$ cat src/rtl/exc_pkg.sv
package exc_pkg;

    typedef enum logic [2:0] {
        ST_BOOT,
        ST_IDLE,
        ST_PUSH_PC,
        ST_PUSH_CCR,
        ST_MASK,
        ST_VEC,
        ST_LOAD
    } seq_st_e;

    typedef enum logic [1:0] {
        EK_RESET,
        EK_IRQ,
        EK_TRAP
    } exc_kind_e;

endpackage

$ cat src/rtl/exc_arbiter.sv
module exc_arbiter #(
    parameter int NUM_W     = 6,
    parameter int TRAP_BASE = 8
) (
    input  logic                    idle,
    input  logic                    irq_req,
    input  logic [NUM_W-1:0]        irq_num,
    input  logic                    boundary,
    input  logic                    masked,
    input  logic                    trap_now,
    input  logic [1:0]              trap_op_now,
    input  logic                    trap_pend,
    input  logic [1:0]              trap_op_pend,
    output logic                    take,
    output exc_pkg::exc_kind_e      take_kind,
    output logic [NUM_W-1:0]        take_num,
    output logic                    trap_used
);
    logic       irq_ok;
    logic       trap_any;
    logic [1:0] op_sel;

    always_comb begin
        irq_ok    = idle && irq_req && boundary && !masked;
        trap_any  = trap_now || trap_pend;
        op_sel    = trap_pend ? trap_op_pend : trap_op_now;
        take      = irq_ok || (idle && trap_any);
        trap_used = idle && !irq_ok && trap_any;
        if (irq_ok) begin
            take_kind = exc_pkg::EK_IRQ;
            take_num  = irq_num;
        end else begin
            take_kind = exc_pkg::EK_TRAP;
            take_num  = NUM_W'(TRAP_BASE) + NUM_W'(op_sel);
        end
    end
endmodule

$ cat src/rtl/exc_vec_gen.sv
module exc_vec_gen #(
    parameter int NUM_W = 6,
    parameter int AW    = 16,
    parameter int SH    = 2
) (
    input  logic [NUM_W-1:0] num,
    output logic [AW-1:0]    vec_addr
);
    localparam int PADW = AW - NUM_W - SH;

    generate
        if (PADW > 0) begin : g_pad
            assign vec_addr = {{PADW{1'b0}}, num, {SH{1'b0}}};
        end else begin : g_nopad
            assign vec_addr = {num, {SH{1'b0}}};
        end
    endgenerate
endmodule

$ cat src/rtl/exc_stack_unit.sv
module exc_stack_unit #(
    parameter int AW         = 16,
    parameter int DW         = 16,
    parameter int CCR_W      = 8,
    parameter int SLOT_BYTES = 2
) (
    input  logic [AW-1:0]    sp_base,
    input  logic [AW-1:0]    pc,
    input  logic [CCR_W-1:0] ccr,
    input  logic             sel_ccr,
    output logic [AW-1:0]    addr,
    output logic [DW-1:0]    data,
    output logic [AW-1:0]    sp_final
);
    localparam logic [AW-1:0] SLOT = AW'(SLOT_BYTES);

    logic [DW-1:0] pc_ext;
    logic [DW-1:0] ccr_ext;

    generate
        if (DW > AW) begin : g_pc_wide
            assign pc_ext = {{(DW-AW){1'b0}}, pc};
        end else begin : g_pc_same
            assign pc_ext = pc;
        end
        if (DW > CCR_W) begin : g_ccr_wide
            assign ccr_ext = {{(DW-CCR_W){1'b0}}, ccr};
        end else begin : g_ccr_same
            assign ccr_ext = ccr;
        end
    endgenerate

    always_comb begin
        sp_final = sp_base - (SLOT << 1);
        addr     = sel_ccr ? sp_final : (sp_base - SLOT);
        data     = sel_ccr ? ccr_ext : pc_ext;
    end
endmodule

$ cat src/rtl/exc_entry_seq.sv
module exc_entry_seq #(
    parameter int AW         = 16,
    parameter int DW         = 16,
    parameter int CCR_W      = 8,
    parameter int MASK_BIT   = 7,
    parameter int NUM_W      = 6,
    parameter int TRAP_BASE  = 8,
    parameter int SLOT_BYTES = 2
) (
    input  logic             clk,
    input  logic             rst_n,
    input  logic             irq_req,
    input  logic [NUM_W-1:0] irq_num,
    input  logic             insn_boundary,
    input  logic             trap_strobe,
    input  logic [1:0]       trap_op,
    input  logic [AW-1:0]    cur_pc,
    input  logic [CCR_W-1:0] cur_ccr,
    input  logic [AW-1:0]    cur_sp,
    output logic             mem_req,
    output logic             mem_we,
    output logic [AW-1:0]    mem_addr,
    output logic [DW-1:0]    mem_wdata,
    input  logic             mem_ack,
    input  logic [DW-1:0]    mem_rdata,
    output logic             busy,
    output logic             set_mask,
    output logic             sp_load,
    output logic [AW-1:0]    sp_new,
    output logic             pc_load,
    output logic [AW-1:0]    pc_new
);
    import exc_pkg::*;

    typedef struct packed {
        seq_st_e          st;
        exc_kind_e        kind;
        logic [NUM_W-1:0] num;
        logic [AW-1:0]    pc;
        logic [CCR_W-1:0] ccr;
        logic [AW-1:0]    sp;
        logic             tpend;
        logic [1:0]       top;
        logic [AW-1:0]    newpc;
    } seq_t;

    seq_t q, d;

    logic             take;
    exc_kind_e        take_kind;
    logic [NUM_W-1:0] take_num;
    logic             trap_used;
    logic [AW-1:0]    vec_addr;
    logic [AW-1:0]    stk_addr;
    logic [DW-1:0]    stk_data;
    logic [AW-1:0]    stk_final;

    exc_arbiter #(.NUM_W(NUM_W), .TRAP_BASE(TRAP_BASE)) u_arb (
        .idle         (q.st == ST_IDLE),
        .irq_req      (irq_req),
        .irq_num      (irq_num),
        .boundary     (insn_boundary),
        .masked       (cur_ccr[MASK_BIT]),
        .trap_now     (trap_strobe),
        .trap_op_now  (trap_op),
        .trap_pend    (q.tpend),
        .trap_op_pend (q.top),
        .take         (take),
        .take_kind    (take_kind),
        .take_num     (take_num),
        .trap_used    (trap_used)
    );

    exc_vec_gen #(.NUM_W(NUM_W), .AW(AW), .SH(2)) u_vec (
        .num      (q.num),
        .vec_addr (vec_addr)
    );

    exc_stack_unit #(.AW(AW), .DW(DW), .CCR_W(CCR_W), .SLOT_BYTES(SLOT_BYTES)) u_stk (
        .sp_base  (q.sp),
        .pc       (q.pc),
        .ccr      (q.ccr),
        .sel_ccr  (q.st == ST_PUSH_CCR),
        .addr     (stk_addr),
        .data     (stk_data),
        .sp_final (stk_final)
    );

    // next-state computation
    always_comb begin
        d = q;
        case (q.st)
            ST_BOOT: begin
                d.st   = ST_MASK;
                d.kind = EK_RESET;
                d.num  = '0;
            end
            ST_IDLE: begin
                if (take) begin
                    d.st   = ST_PUSH_PC;
                    d.kind = take_kind;
                    d.num  = take_num;
                    d.pc   = cur_pc;
                    d.ccr  = cur_ccr;
                    d.sp   = cur_sp;
                end
            end
            ST_PUSH_PC: begin
                if (mem_ack) d.st = ST_PUSH_CCR;
            end
            ST_PUSH_CCR: begin
                if (mem_ack) d.st = ST_MASK;
            end
            ST_MASK: begin
                d.st = ST_VEC;
            end
            ST_VEC: begin
                if (mem_ack) begin
                    d.newpc = mem_rdata[AW-1:0];
                    d.st    = ST_LOAD;
                end
            end
            ST_LOAD: begin
                d.st = ST_IDLE;
            end
            default: d.st = ST_IDLE;
        endcase

        // trap holding slot
        if (trap_used) begin
            if (q.tpend && trap_strobe) begin
                d.tpend = 1'b1;
                d.top   = trap_op;
            end else begin
                d.tpend = 1'b0;
            end
        end else if (trap_strobe && !q.tpend) begin
            d.tpend = 1'b1;
            d.top   = trap_op;
        end
    end

    always_ff @(posedge clk or negedge rst_n) begin
        if (!rst_n) begin
            q       <= '0;
            q.st    <= ST_BOOT;
            q.kind  <= EK_RESET;
        end else begin
            q <= d;
        end
    end

    // outputs decoded from registered state
    always_comb begin
        busy      = (q.st != ST_IDLE);
        mem_req   = (q.st == ST_PUSH_PC) || (q.st == ST_PUSH_CCR) || (q.st == ST_VEC);
        mem_we    = (q.st == ST_PUSH_PC) || (q.st == ST_PUSH_CCR);
        mem_addr  = (q.st == ST_VEC) ? vec_addr : (mem_we ? stk_addr : '0);
        mem_wdata = mem_we ? stk_data : '0;
        set_mask  = (q.st == ST_MASK);
        sp_load   = (q.st == ST_MASK) && (q.kind != EK_RESET);
        sp_new    = stk_final;
        pc_load   = (q.st == ST_LOAD);
        pc_new    = q.newpc;
    end

    // a raised request holds its address, data and direction until acknowledged
    assert_req_hold_R9: assert property (@(posedge clk) disable iff (!rst_n)
        (mem_req && !mem_ack) |=> (mem_req && $stable(mem_addr) && $stable(mem_wdata) && $stable(mem_we)));

    // in a stacking entry the mask command follows an acknowledged write
    assert_mask_after_push_R7: assert property (@(posedge clk) disable iff (!rst_n)
        (set_mask && sp_load) |-> $past(mem_req && mem_we && mem_ack));

    // the vector read follows the mask command
    assert_vec_after_mask_R7: assert property (@(posedge clk) disable iff (!rst_n)
        set_mask |=> (mem_req && !mem_we));

    // nothing reaches memory or the core while idle
    assert_idle_quiet_R10: assert property (@(posedge clk) disable iff (!rst_n)
        !busy |-> !(mem_req || set_mask || pc_load || sp_load));

    // an entry not caused by a trap needs an unmasked request at a boundary
    assert_irq_gate_R2: assert property (@(posedge clk) disable iff (!rst_n)
        ($rose(busy) && !$past(trap_strobe) && !$past(q.tpend))
            |-> $past(irq_req && insn_boundary && !cur_ccr[MASK_BIT]));

    // core commands and memory traffic never overlap
    assert_cmd_excl_R8: assert property (@(posedge clk) disable iff (!rst_n)
        $onehot0({pc_load, set_mask, mem_req}));

endmodule

$ cat config.mk
export PLATFORM = sky130hd
export DESIGN_NAME = exc_entry_seq
export DESIGN_NICKNAME = d
export VERILOG_FILES = /design/src/rtl/exc_pkg.sv /design/src/rtl/exc_arbiter.sv /design/src/rtl/exc_vec_gen.sv /design/src/rtl/exc_stack_unit.sv /design/src/rtl/exc_entry_seq.sv
export SDC_FILE = /design/constraint.sdc
export NUM_CORES = 1
export LEC_CHECK = 0
export ABC_AREA = 0
export BUFFER_PORTS_ARGS = -buffer_cell sky130_fd_sc_hd__buf_2
export CAP_MARGIN = 20
export CORE_ASPECT_RATIO = 1.75
export CORE_MARGIN = 2
export CORE_UTILIZATION = 53
export DETAILED_ROUTE_END_ITERATION = 7
export GPL_ROUTABILITY_DRIVEN = 1
export PLACE_DENSITY = 0.9
export SLEW_MARGIN = 25
export SYNTH_ARGS = -nofsm -noshare
export SYNTH_HDL_FRONTEND = slang
export SYNTH_SLANG_ARGS = --single-unit
$ cat constraint.sdc
create_clock -name clk -period 5.7 [get_ports clk]
set_input_delay 1.14 -clock clk [delete_from_list [all_inputs] [get_ports clk]]
set_output_delay 1.14 -clock clk [all_outputs]
set_load 0.02 [all_outputs]
==> results of run 1 <==
## state kept, by name, summed over array words and instances, names as in the netlist
register and flops:
pc_new 16, q 54
## power breakdown
group          internal (W)  switching [W]
logic              0.000542       0.000735
clock network      0.000398       0.000215
registers          0.000743       0.000233
total               0.00168        0.00118
## final cells by class
type                            count  area share
Inverter                            8     0.00648
Clock inverter                      6      0.0202
Sequential cell                    70       0.378
Timing Repair Buffer              141       0.153
Clock buffer                       10      0.0516
Tap cell                           84      0.0227
Multi-Input combinational cell    227       0.368
## layer usage
metal | up-vias | GRT usage | part of all wire
met5 | - | 0 | 0
met1 | 1432 | 0.265 | 0.36
met4 | 0 | 0.124 | 0.035
met2 | 112 | 0.410 | 0.55
met3 | 25 | 0.0665 | 0.056
li1 | 1405 | - | -
## cells in the mapped netlist, types with 2 or more instances
cell,instances
buf_2,4
nor2_1,28
mux2i_1,8
a22o_1,3
or3_1,5
nor3_1,3
mux2_1,30
o211ai_1,2
nand2b_1,3
buf_4,19
nor2b_1,3
o41ai_1,2
ha_1,2
xnor2_1,6
o21a_1,2
o31ai_1,2
o21ai_0,17
xor2_1,14
o2111ai_1,2
nand2_1,21
o21ai_1,2
buf_6,3
a21oi_1,6
nand3_1,8
inv_1,7
clkbuf_1,8
and2_1,9
a22oi_1,3
nor4_1,3
dfrtp_1,70
mux2_2,27
## cells by family after synthesis
logic type / after synthesis / synth area share
buf+inv: 43 / 0.0700
xor+xnor: 20 / 0.0471
mux: 65 / 0.194
flops: 70 / 0.471
compound gates: 49 / 0.0896
simple gates: 91 / 0.121
fa+ha+maj: 2 / 0.00673
## worst min path at each step
| stage | from | endpoint | slack (ns) | cells past startpoint |
|---|---|---|---|---|
| final | q[51]$_DFFE_PN0P_ | q[51]$_DFFE_PN0P_ | 0.48 | 1 |
| after global routing | q[53]$_DFFE_PN0P_ | q[53]$_DFFE_PN0P_ | 0.50 | 1 |
| after CTS | q[62]$_DFFE_PN0P_ | q[62]$_DFFE_PN0P_ | 0.47 | 2 |
| after detailed placement | q[62]$_DFFE_PN0P_ | q[62]$_DFFE_PN0P_ | 0.46 | 2 |
| after global placement | q[62]$_DFFE_PN0P_ | q[62]$_DFFE_PN0P_ | 0.46 | 2 |
| after floorplan | q[62]$_DFFE_PN0P_ | q[62]$_DFFE_PN0P_ | 0.44 | 2 |
## worst register-to-register path, stage by stage, from the launching register on
cell     delay, ns
dfrtp_1       0.92
or3b_1        0.55
a21oi_4       0.44
buf_4         0.46
mux2_1        0.39
## stage by stage
step	utilization	std cells	cell area, µm²	total power [W]
after global placement	0.632	530	4300	0.00220
after global routing	0.681	546	4630	0.00304
after floorplan	-	340	3720	0.00197
final	0.681	546	4630	0.00287
after CTS	0.681	546	4630	0.00288
after detailed placement	0.632	530	4300	0.00226
==> impl_results.md, run 1 <==
- Status: finished clean
- Share of synthesized registers carrying an async set or reset: 1.00
- Clock latency at the later pin of the worst-skew pair: 0.34 ns
- RR Startpoint: q[67]$_DFFE_PN0P_
- Slew Limit Fails: 0
- Initial Util: 0.546
- Crit path from: q[69]$_DFFE_PN0P_
- Pwr/cell area: between 600 and 700 nW/µm²
- Top cell type by total area after synthesis: dfrtp_1
- Router iterations before antenna repair: 4
- Global-route usage over all layers: 0.240
- Buf/Inv on CP: 2
- Die X: between 60 and 70 µm
- Routed vias: 2,974
- Hold slack: 0.478 ns
- CTS tree: done
- R2R cell count: 4
- Layout cells sized above 1: 0.409
- # port buffers: 139
- RSZ-0062 raised after global routing: false
- Critical R2R Capture: q[44]$_DFFE_PN0P_
- Setup Crit Path Kind: flop to output pin
- Critical path peak fanout: 24
- CP Depth: 5
- GP Congestion: 0.840
- Synth Warn #: 0
- Peak VDD IR: around 400 µV
- Antenna cell count: 0
- Synthesized area per cell: 10.9 µm²
- Worst path required time: approximately 4.6 ns
- Post-synthesis cell type count: 49
- Area delta synth->final: 24.7%
- Post-CTS Resized: 0
- Relative slew margins: 0.406
- Setup violators final: 0
- Syn nets: slightly above 400
- Largest net degree at the start of global routing: 71
- Synth area leaders: dfrtp_1, mux2_1, mux2_2, buf_4, xor2_1
- Commonest non-fill, non-tap cells in the layout: buf_2, dfrtp_1, mux2_1, nor2_1, mux2_2
- Hold crit path type: flop to flop
- PnR worst setup slack: between 1.5 and 2 ns
- Die area: 7720 µm²
- Clock Tree Root: clkbuf_16
- Tcrit/Tclk final: 0.651
- Reg clk slew, reported paths: 0.05 ns
- CP startpoint kind: flop
- Slowest CP cell: nand2b_1
- Sequential Area: 1750 µm²
- Initial antenna violation count: 0
- Area of the multi-input gates: 1700 µm²
- First-pass GRT wire length: approximately 14 mm
- Max frequency: 0.269 GHz
- Yosys reg bits: 70
- Vias in the first global route: 2,995
- CP arrival: 2.57 ns
- DRC viols: 0
- Cell Rows: 40
- Gr ovfl total: 0
- Vias per std cell: roughly 5.4
- Detail Placement HPWL: 6.57 mm
- Initial drt markers: around 150
- IO Count: 140
- Min Clock Period, post-route: 3.71 ns
- Commonest non-fill, non-tap cell in the layout: buf_2
- Max stage delay on crit path: 0.73 ns
- H-tree levels: 3
- Static leakage: 2.27 nW
- Delay-heaviest family, CP: simple AND/OR/NAND/NOR gates
- Num CTS Buffers: 9
- Wire per inst: approximately 16 µm
- Routed Antenna Nets: 0
- Syn Std Cell Area: 3720 µm²
- CP Capture Type: output pin
- Pre-CTS setup slack: 2.32 ns
- Final wirelength: 8.73 mm
- Die height: 115 µm
- Core footprint: slightly below 7000 µm²
- Total negative setup slack: 0 ns
- CP cell instances: nand2b_1, clkinv_1, a22oi_1, o21ai_0, buf_2
- CP endpoint: mem_addr[3]
- Post-synth top area share: 0.471
- CTS Buffer Depth: 2
- Hold-fix buffers, CTS: 0
- Synth Instances: 340
- TritonCTS sink count: 70
- Number of setup buffers added after CTS: 0
- Ys flop type: dfrtp_1
- Slew at the pin with the worst max-slew slack: about 0.89 ns
- Clock Skew: 0.00553 ns
- Endpoints failing hold: 0
- Max-cap violations: 0
- Filler cells: 539
- Number of nets in the layout: 529
- Number of flops mapped to enable cells by yosys: 0
- Setup slack, reg-to-reg: 2.82 ns
- Seq/Total Area, Yosys: 0.471
(Power assumes the default switching activity.)
==> run 2, diff against run 1 <==
- ABC_AREA: 0 -> 1
- CORE_UTILIZATION: 53 -> 45
- PLACE_DENSITY: 0.9 -> 0.81
- clock period: 5.7 -> 3.2 ns (I/O delays scaled with it)
==> run 2 against run 1 <==
  * Core utilization is 11 points lower
  * Register-to-register slack worse by 1.6 ns
  * Die area grew 23%
  * Clock skew increased by 0.0040 ns
  * Final area up 5.3%
  * Setup slack worse by 1.5 ns
  * Flip-flop and latch count unchanged
  * Clock power rose by 72%
  * Largest power group unchanged
  * Highest routed layer unchanged
==> impl_results.md, run 2 <==
- Share of synthesized registers carrying an async set or reset: 1.00
- Setup Crit Path Kind: flop to output pin
- Total negative setup slack: 0 ns
- Vias in the first global route: ~3.5k
- Detail Placement HPWL: 7.71 mm
- Hold-fix buffers, CTS: 0
- Setup slack, reg-to-reg: about 1.2 ns
- # port buffers: 139
- Core footprint: 8560 µm²
- Relative slew margins: 0.431
- Area delta synth->final: 24.2%
- Met1 WL: about 3.8 mm
- Synth Warn #: 0
- Post-CTS Resized: 0
- Setup violators final: 0
- Yosys reg bits: 70
- Peak VDD IR: roughly 490 µV
- Clock latency at the later pin of the worst-skew pair: approximately 0.33 ns
- Tcrit/Tclk final: 0.863
- Initial drt markers: 215
- Commonest cells post-synth: nand2_1, dfrtp_1, nor2_1, inv_1, nand3_1
- Number of flops mapped to enable cells by yosys: 0
- Number of setup buffers added after CTS: 0
- Router iterations before antenna repair: 4
- Filler cells: 819
- GP Congestion: 0.928
- CP Capture Type: output pin
- Most common cell in the netlist: nand2_1
- Synth area leaders: dfrtp_1, mux2_4, nand2_1, nor2_1, nand3_1
- Synth Instances: 448
- Endpoints failing hold: 0
- Seq/Total Area, Yosys: 0.446
- Die height: 128 µm
- Max frequency: roughly 0.36 GHz
- Min Clock Period, post-route: roughly 2.8 ns
- Gr ovfl total: 0
- Ys flop type: dfrtp_1
- Top cell type by total area after synthesis: dfrtp_1
- Static leakage: ~2.6 nW
- Vias per std cell: 5.03
- Syn Std Cell Area: just under 4000 µm²
- RSZ-0062 raised after global routing: false
- Layout cells sized above 1: 0.358
- Clock Tree Root: clkbuf_16
- IO Count: 140
- Max-cap violations: 0
- Pwr/cell area: 1110 nW/µm²
- XOR/XNOR Fraction of Synth Area: 0.0223
- Max layer used: met4
- H-tree levels: 3
- Mux share of post-synthesis cell area: 0.112
- CP arrival: 2.12 ns
- Largest reg by FF count: q
- Wire per inst: 14.5 µm
- Synthesized area per cell: 8.77 µm²
- Slew at the pin with the worst max-slew slack: around 0.85 ns
- First-pass GRT wire length: ~16 mm
- Largest net degree at the start of global routing: 63
- Compound-Gate Fraction of Synth Area: 0.100
- Commonest non-fill, non-tap cell in the layout: buf_2
- DRC viols: 0
- Die area: roughly 9500 µm²
- Num CTS Buffers: 9
- Worst path required time: 2.56 ns
- CTS Buffer Depth: 2
- Initial antenna violation count: 0
- CTS tree: done
- Max FFs per register: 54
- Met3 WL post-DR: 473 µm
- DR WL met2: 5.46 mm
- Final wirelength: 10.1 mm
- Status: finished clean
- Initial Util: 0.459
- Clock Skew: 0.00953 ns
- TritonCTS sink count: 70
- Syn nets: 520
- Hold crit path type: primary input to async pin
- Routed vias: 3,487
- Post-synthesis cell type count: 33
- Cell Rows: 45
- Routed Antenna Nets: 0
- Commonest non-fill, non-tap cells in the layout: buf_2, nand2_1, nor2_1, dfrtp_1, inv_1
- Number of nets in the layout: roughly 640
- Antenna cell count: 0
- Die X: 74.6 µm
- Area share of fa/ha/maj cells after synthesis: 0.00637
- CP startpoint kind: flop
- Slew Limit Fails: 0
- Util after Layout: 0.570
- Critical path peak fanout: 12
- Reg clk slew, reported paths: 0.06 ns
- Largest family of logic cells by synthesized area: simple AND/OR/NAND/NOR gates
- Post-synth top area share: 0.446
- Simple-gate share of the synthesized area: 0.207
- Global-route usage over all layers: 0.222
==> run 2: cell count changes after synthesis, moves of 21 or more <==
cell / change
nand2_1: +51
mux2_1: -30
nand3_1: +26
nor2_1: +42
a21oi_1: +26
inv_1: +33
mux2_4: +21
==> run 2: layout make-up <==
cell class,instances,area [µm²],share of cell area
inverters,46,178,0.0364
clock inverters,6,86.3,0.0177
well taps,117,146,0.0300
clock buffers,9,225,0.0462
multi-input cells,301,1760,0.361
flip-flops and latches,70,1750,0.359
repair buffers,144,733,0.150
==> run 2: kinds of logic (layout without fill, tap and decap cells) <==
family	count (synthesis)	count (layout)
xor gates and xnor gates	10	10
adders and majority gates	2	2
DFF	70	70
muxes	32	32
AOI/OAI and AO/OA	69	69
and+or+nand+nor	188	188
buffers and inverters	77	205
==> run 2: report_power, final <==
part | total (W) | internal [W] | switching, W
Combinational | 0.00274 | 0.00105 | 0.00169
Clock | 0.00105 | 0.000677 | 0.000377
Sequential | 0.00163 | 0.00131 | 0.000319
==> run 2: metrics by stage <==
step / total power, W / worst slack [ns] / cell area, µm² / hold WS [ns] / std cells
after floorplan: 0.00374 / 0.845 / 3930 / 0.344 / 448
after global placement: 0.00429 / 0.838 / 4570 / 0.458 / 678
after detailed placement: 0.00438 / 0.783 / 4570 / 0.459 / 678
after CTS: 0.00545 / 0.410 / 4880 / 0.451 / 693
after global routing: 0.00578 / 0.269 / 4880 / 0.475 / 693
final: 0.00542 / 0.439 / 4880 / 0.420 / 693
==> run 2: path summary, 6_finish.rpt <==
check / start / endpoint / cells past startpoint
max reg2reg: q[18]$_DFFE_PN0P_ / q[24]$_DFFE_PN0P_ / 6
max: q[69]$_DFFE_PN0P_ / mem_addr[1] / 8
min: rst_n / q[19]$_DFFE_PN0P_ / 1
min in group clk: q[16]$_DFFE_PN0P_ / q[16]$_DFFE_PN0P_ / 2
max in group asynchronous: rst_n / q[47]$_DFFE_PN0P_ / 2
min reg2reg: q[16]$_DFFE_PN0P_ / q[16]$_DFFE_PN0P_ / 2
==> run 2: layer usage <==
metal  vias to the layer above  GRT usage
met5                         -          0
met4                         0      0.119
met3                        26     0.0339
met2                       116      0.375
met1                      1654      0.262
li1                       1691          -
==> run 2: worst max-delay path, stage by stage, from the launching register on <==
cell,delay [ns]
dfrtp_1,0.46
inv_2,0.13
nand2_2,0.10
inv_2,0.20
nand2_1,0.11
inv_1,0.37
o21ai_0,0.19
inv_1,0.07
buf_2,0.16
==> run 3, diff against run 2 <==
- CORE_ASPECT_RATIO: 1.75 -> 0.5
- CORE_UTILIZATION: 45 -> 47
- CTS_BUF_LIST: not set -> sky130_fd_sc_hd__clkbuf_4
- PLACE_DENSITY: 0.81 -> 0.75
==> run 3 against run 2 <==
  * Critical path type unchanged
  * Total power fell by 8.5%
  * Cell count fell by 0.58%
  * Via count fell by 3.2%
  * Flip-flop and latch count did not move
  * Critical path depth rose by 1
  * Sequential power barely moved
  * Largest cell class unchanged
  * Clock skew rose by 0.0013 ns
  * Clock power fell by 39%
  * Combinational power barely moved
  * Register-to-register slack improved by 0.03 ns
==> impl_results.md, run 3 (synthesized netlist as in run 2, its figures left out) <==
- Setup Crit Path Kind: flop to output pin
- Max frequency: ~0.35 GHz
- Global-route usage over all layers: 0.208
- Max-cap violations: 0
- Die area: about 9200 µm²
- CP arrival: 2.20 ns
- Pre-CTS setup slack: 0.703 ns
- Clock Skew: 0.0108 ns
- Initial Util: 0.488
- Largest net degree at the start of global routing: a little over 70
- Num CTS Buffers: 9
- Gr ovfl total: 0
- Layout cells sized above 1: 0.355
- Setup slack, reg-to-reg: 1.23 ns
- Cell Rows: 23
- Die X: about 130 µm
- GP Congestion: roughly 0.84
- Vias in the first global route: 3,175
- RR Startpoint: q[18]$_DFFE_PN0P_
- Clock Tree Root: clkbuf_4
- Worst path required time: 2.56 ns
- Hold-fix buffers, CTS: 0
- Initial antenna violation count: 0
- TritonCTS sink count: 70
- Area delta synth->final: 20.1%
- R2R cell count: 6
- Static leakage: 2.56 nW
- Total negative setup slack: 0 ns
- Peak VDD IR: ~450 µV
- Critical R2R Capture: q[63]$_DFFE_PN0P_
- CP endpoint: mem_addr[8]
- Final wirelength: 9.32 mm
- Max stage delay on crit path: around 0.40 ns
- CP cell instances: inv_1, ha_1, inv_1, nor2_1, nand2_1, nand2_1, o21ai_0, nor2_1, buf_2
- Placed Area: 4550 µm²
- Relative slew margins: 0.402
- Endpoints failing hold: 0
- Critical path peak fanout: 5
- Commonest non-fill, non-tap cells in the layout: buf_2, nand2_1, nor2_1, dfrtp_1, inv_1
- Min Clock Period, post-route: between 2 and 3 ns
- Util after Layout: 0.586
- Setup violators final: 0
- CTS tree: done
- CP Capture Type: output pin
- RSZ-0062 raised after global routing: false
- Reg clk slew, reported paths: 0.12 ns
- Die height: 68.7 µm
- Routed vias: 3,377
- Detail Placement HPWL: around 6.8 mm
- CP startpoint kind: flop
- Pwr/cell area: 1050 nW/µm²
- Max FFs per register: 54
- H-tree levels: 3
- Slew Limit Fails: 0
- Largest reg by FF count: q
- Post-CTS Resized: 0
- Number of nets in the layout: approximately 640
- Tcrit/Tclk final: 0.888
- PnR worst setup slack: between 0.3 and 0.4 ns
- Slowest CP cell: dfrtp_1
- IO Count: 140
- Vias per std cell: 4.90
- Initial drt markers: 279
- Wire per inst: 13.5 µm
- Status: finished clean
- Clock latency at the later pin of the worst-skew pair: 0.43 ns
- Router iterations before antenna repair: 4
- Hold slack: 0.386 ns
- Routed Antenna Nets: 0
- First-pass GRT wire length: 14.7 mm
- CTS Buffer Depth: 2
- Hold crit path type: primary input to async pin
- Core footprint: ~8100 µm²
- Crit path from: q[21]$_DFFE_PN0P_
- DRC viols: 0
- Slew at the pin with the worst max-slew slack: roughly 0.90 ns
- Commonest non-fill, non-tap cell in the layout: buf_2
- Number of setup buffers added after CTS: 0
- Design area: 4720 µm²
- Antenna cell count: 0
- # port buffers: 139
[run 3: report_power, final]
| group | internal (W) | switching, W |
|---|---|---|
| clock | 0.000311 | 0.000332 |
| combinational | 0.00105 | 0.00166 |
| sequential | 0.00130 | 0.000297 |
[run 3: how the worst min path moves through the flow]
stage | to | cells past startpoint
after floorplan | pc_new[0]$_DFFE_PN0P_ | 0
after global placement | q[17]$_DFFE_PN0P_ | 2
after detailed placement | q[17]$_DFFE_PN0P_ | 2
after CTS | q[47]$_DFFE_PN0P_ | 2
after global routing | pc_new[8]$_DFFE_PN0P_ | 2
final | q[18]$_DFFE_PN0P_ | 2
[run 3: cell type report]
cell class / count / area [µm²]
fill: 715 / 3340
clock inverter: 7 / 88.8
inverter: 46 / 178
timing repair buffer: 144 / 733
tap: 112 / 140
sequential: 70 / 1750
clock buffer: 9 / 67.6
multi-input combinational: 301 / 1760
[run 3: layer usage]
layer / part of all wire / global-route usage / up-vias
met1: 0.45 / 0.265 / 1590
met4: 0.012 / 0.0758 / 0
met5: 0 / 0 / -
met2: 0.48 / 0.340 / 91
met3: 0.065 / 0.0687 / 8
li1: - / - / 1688
[run 3: per-stage QoR]
step	instances	power (W)
2_1_floorplan	448	0.00374
3_3_place_gp	671	0.00426
3_5_place_dp	671	0.00433
4_1_cts	687	0.00497
5_1_grt	689	0.00535
6_report	689	0.00496
[run 3: worst max-delay path: cells and delay by family, from the launching register on]
kind | cells | cell delay [ns]
buffers and inverters | 3 | 0.44
flip-flops | 1 | 0.40
adder cells (fa/ha/maj) | 1 | 0.30
AND/OR/NAND/NOR | 4 | 0.52
AO/OA/AOI/OAI | 1 | 0.10
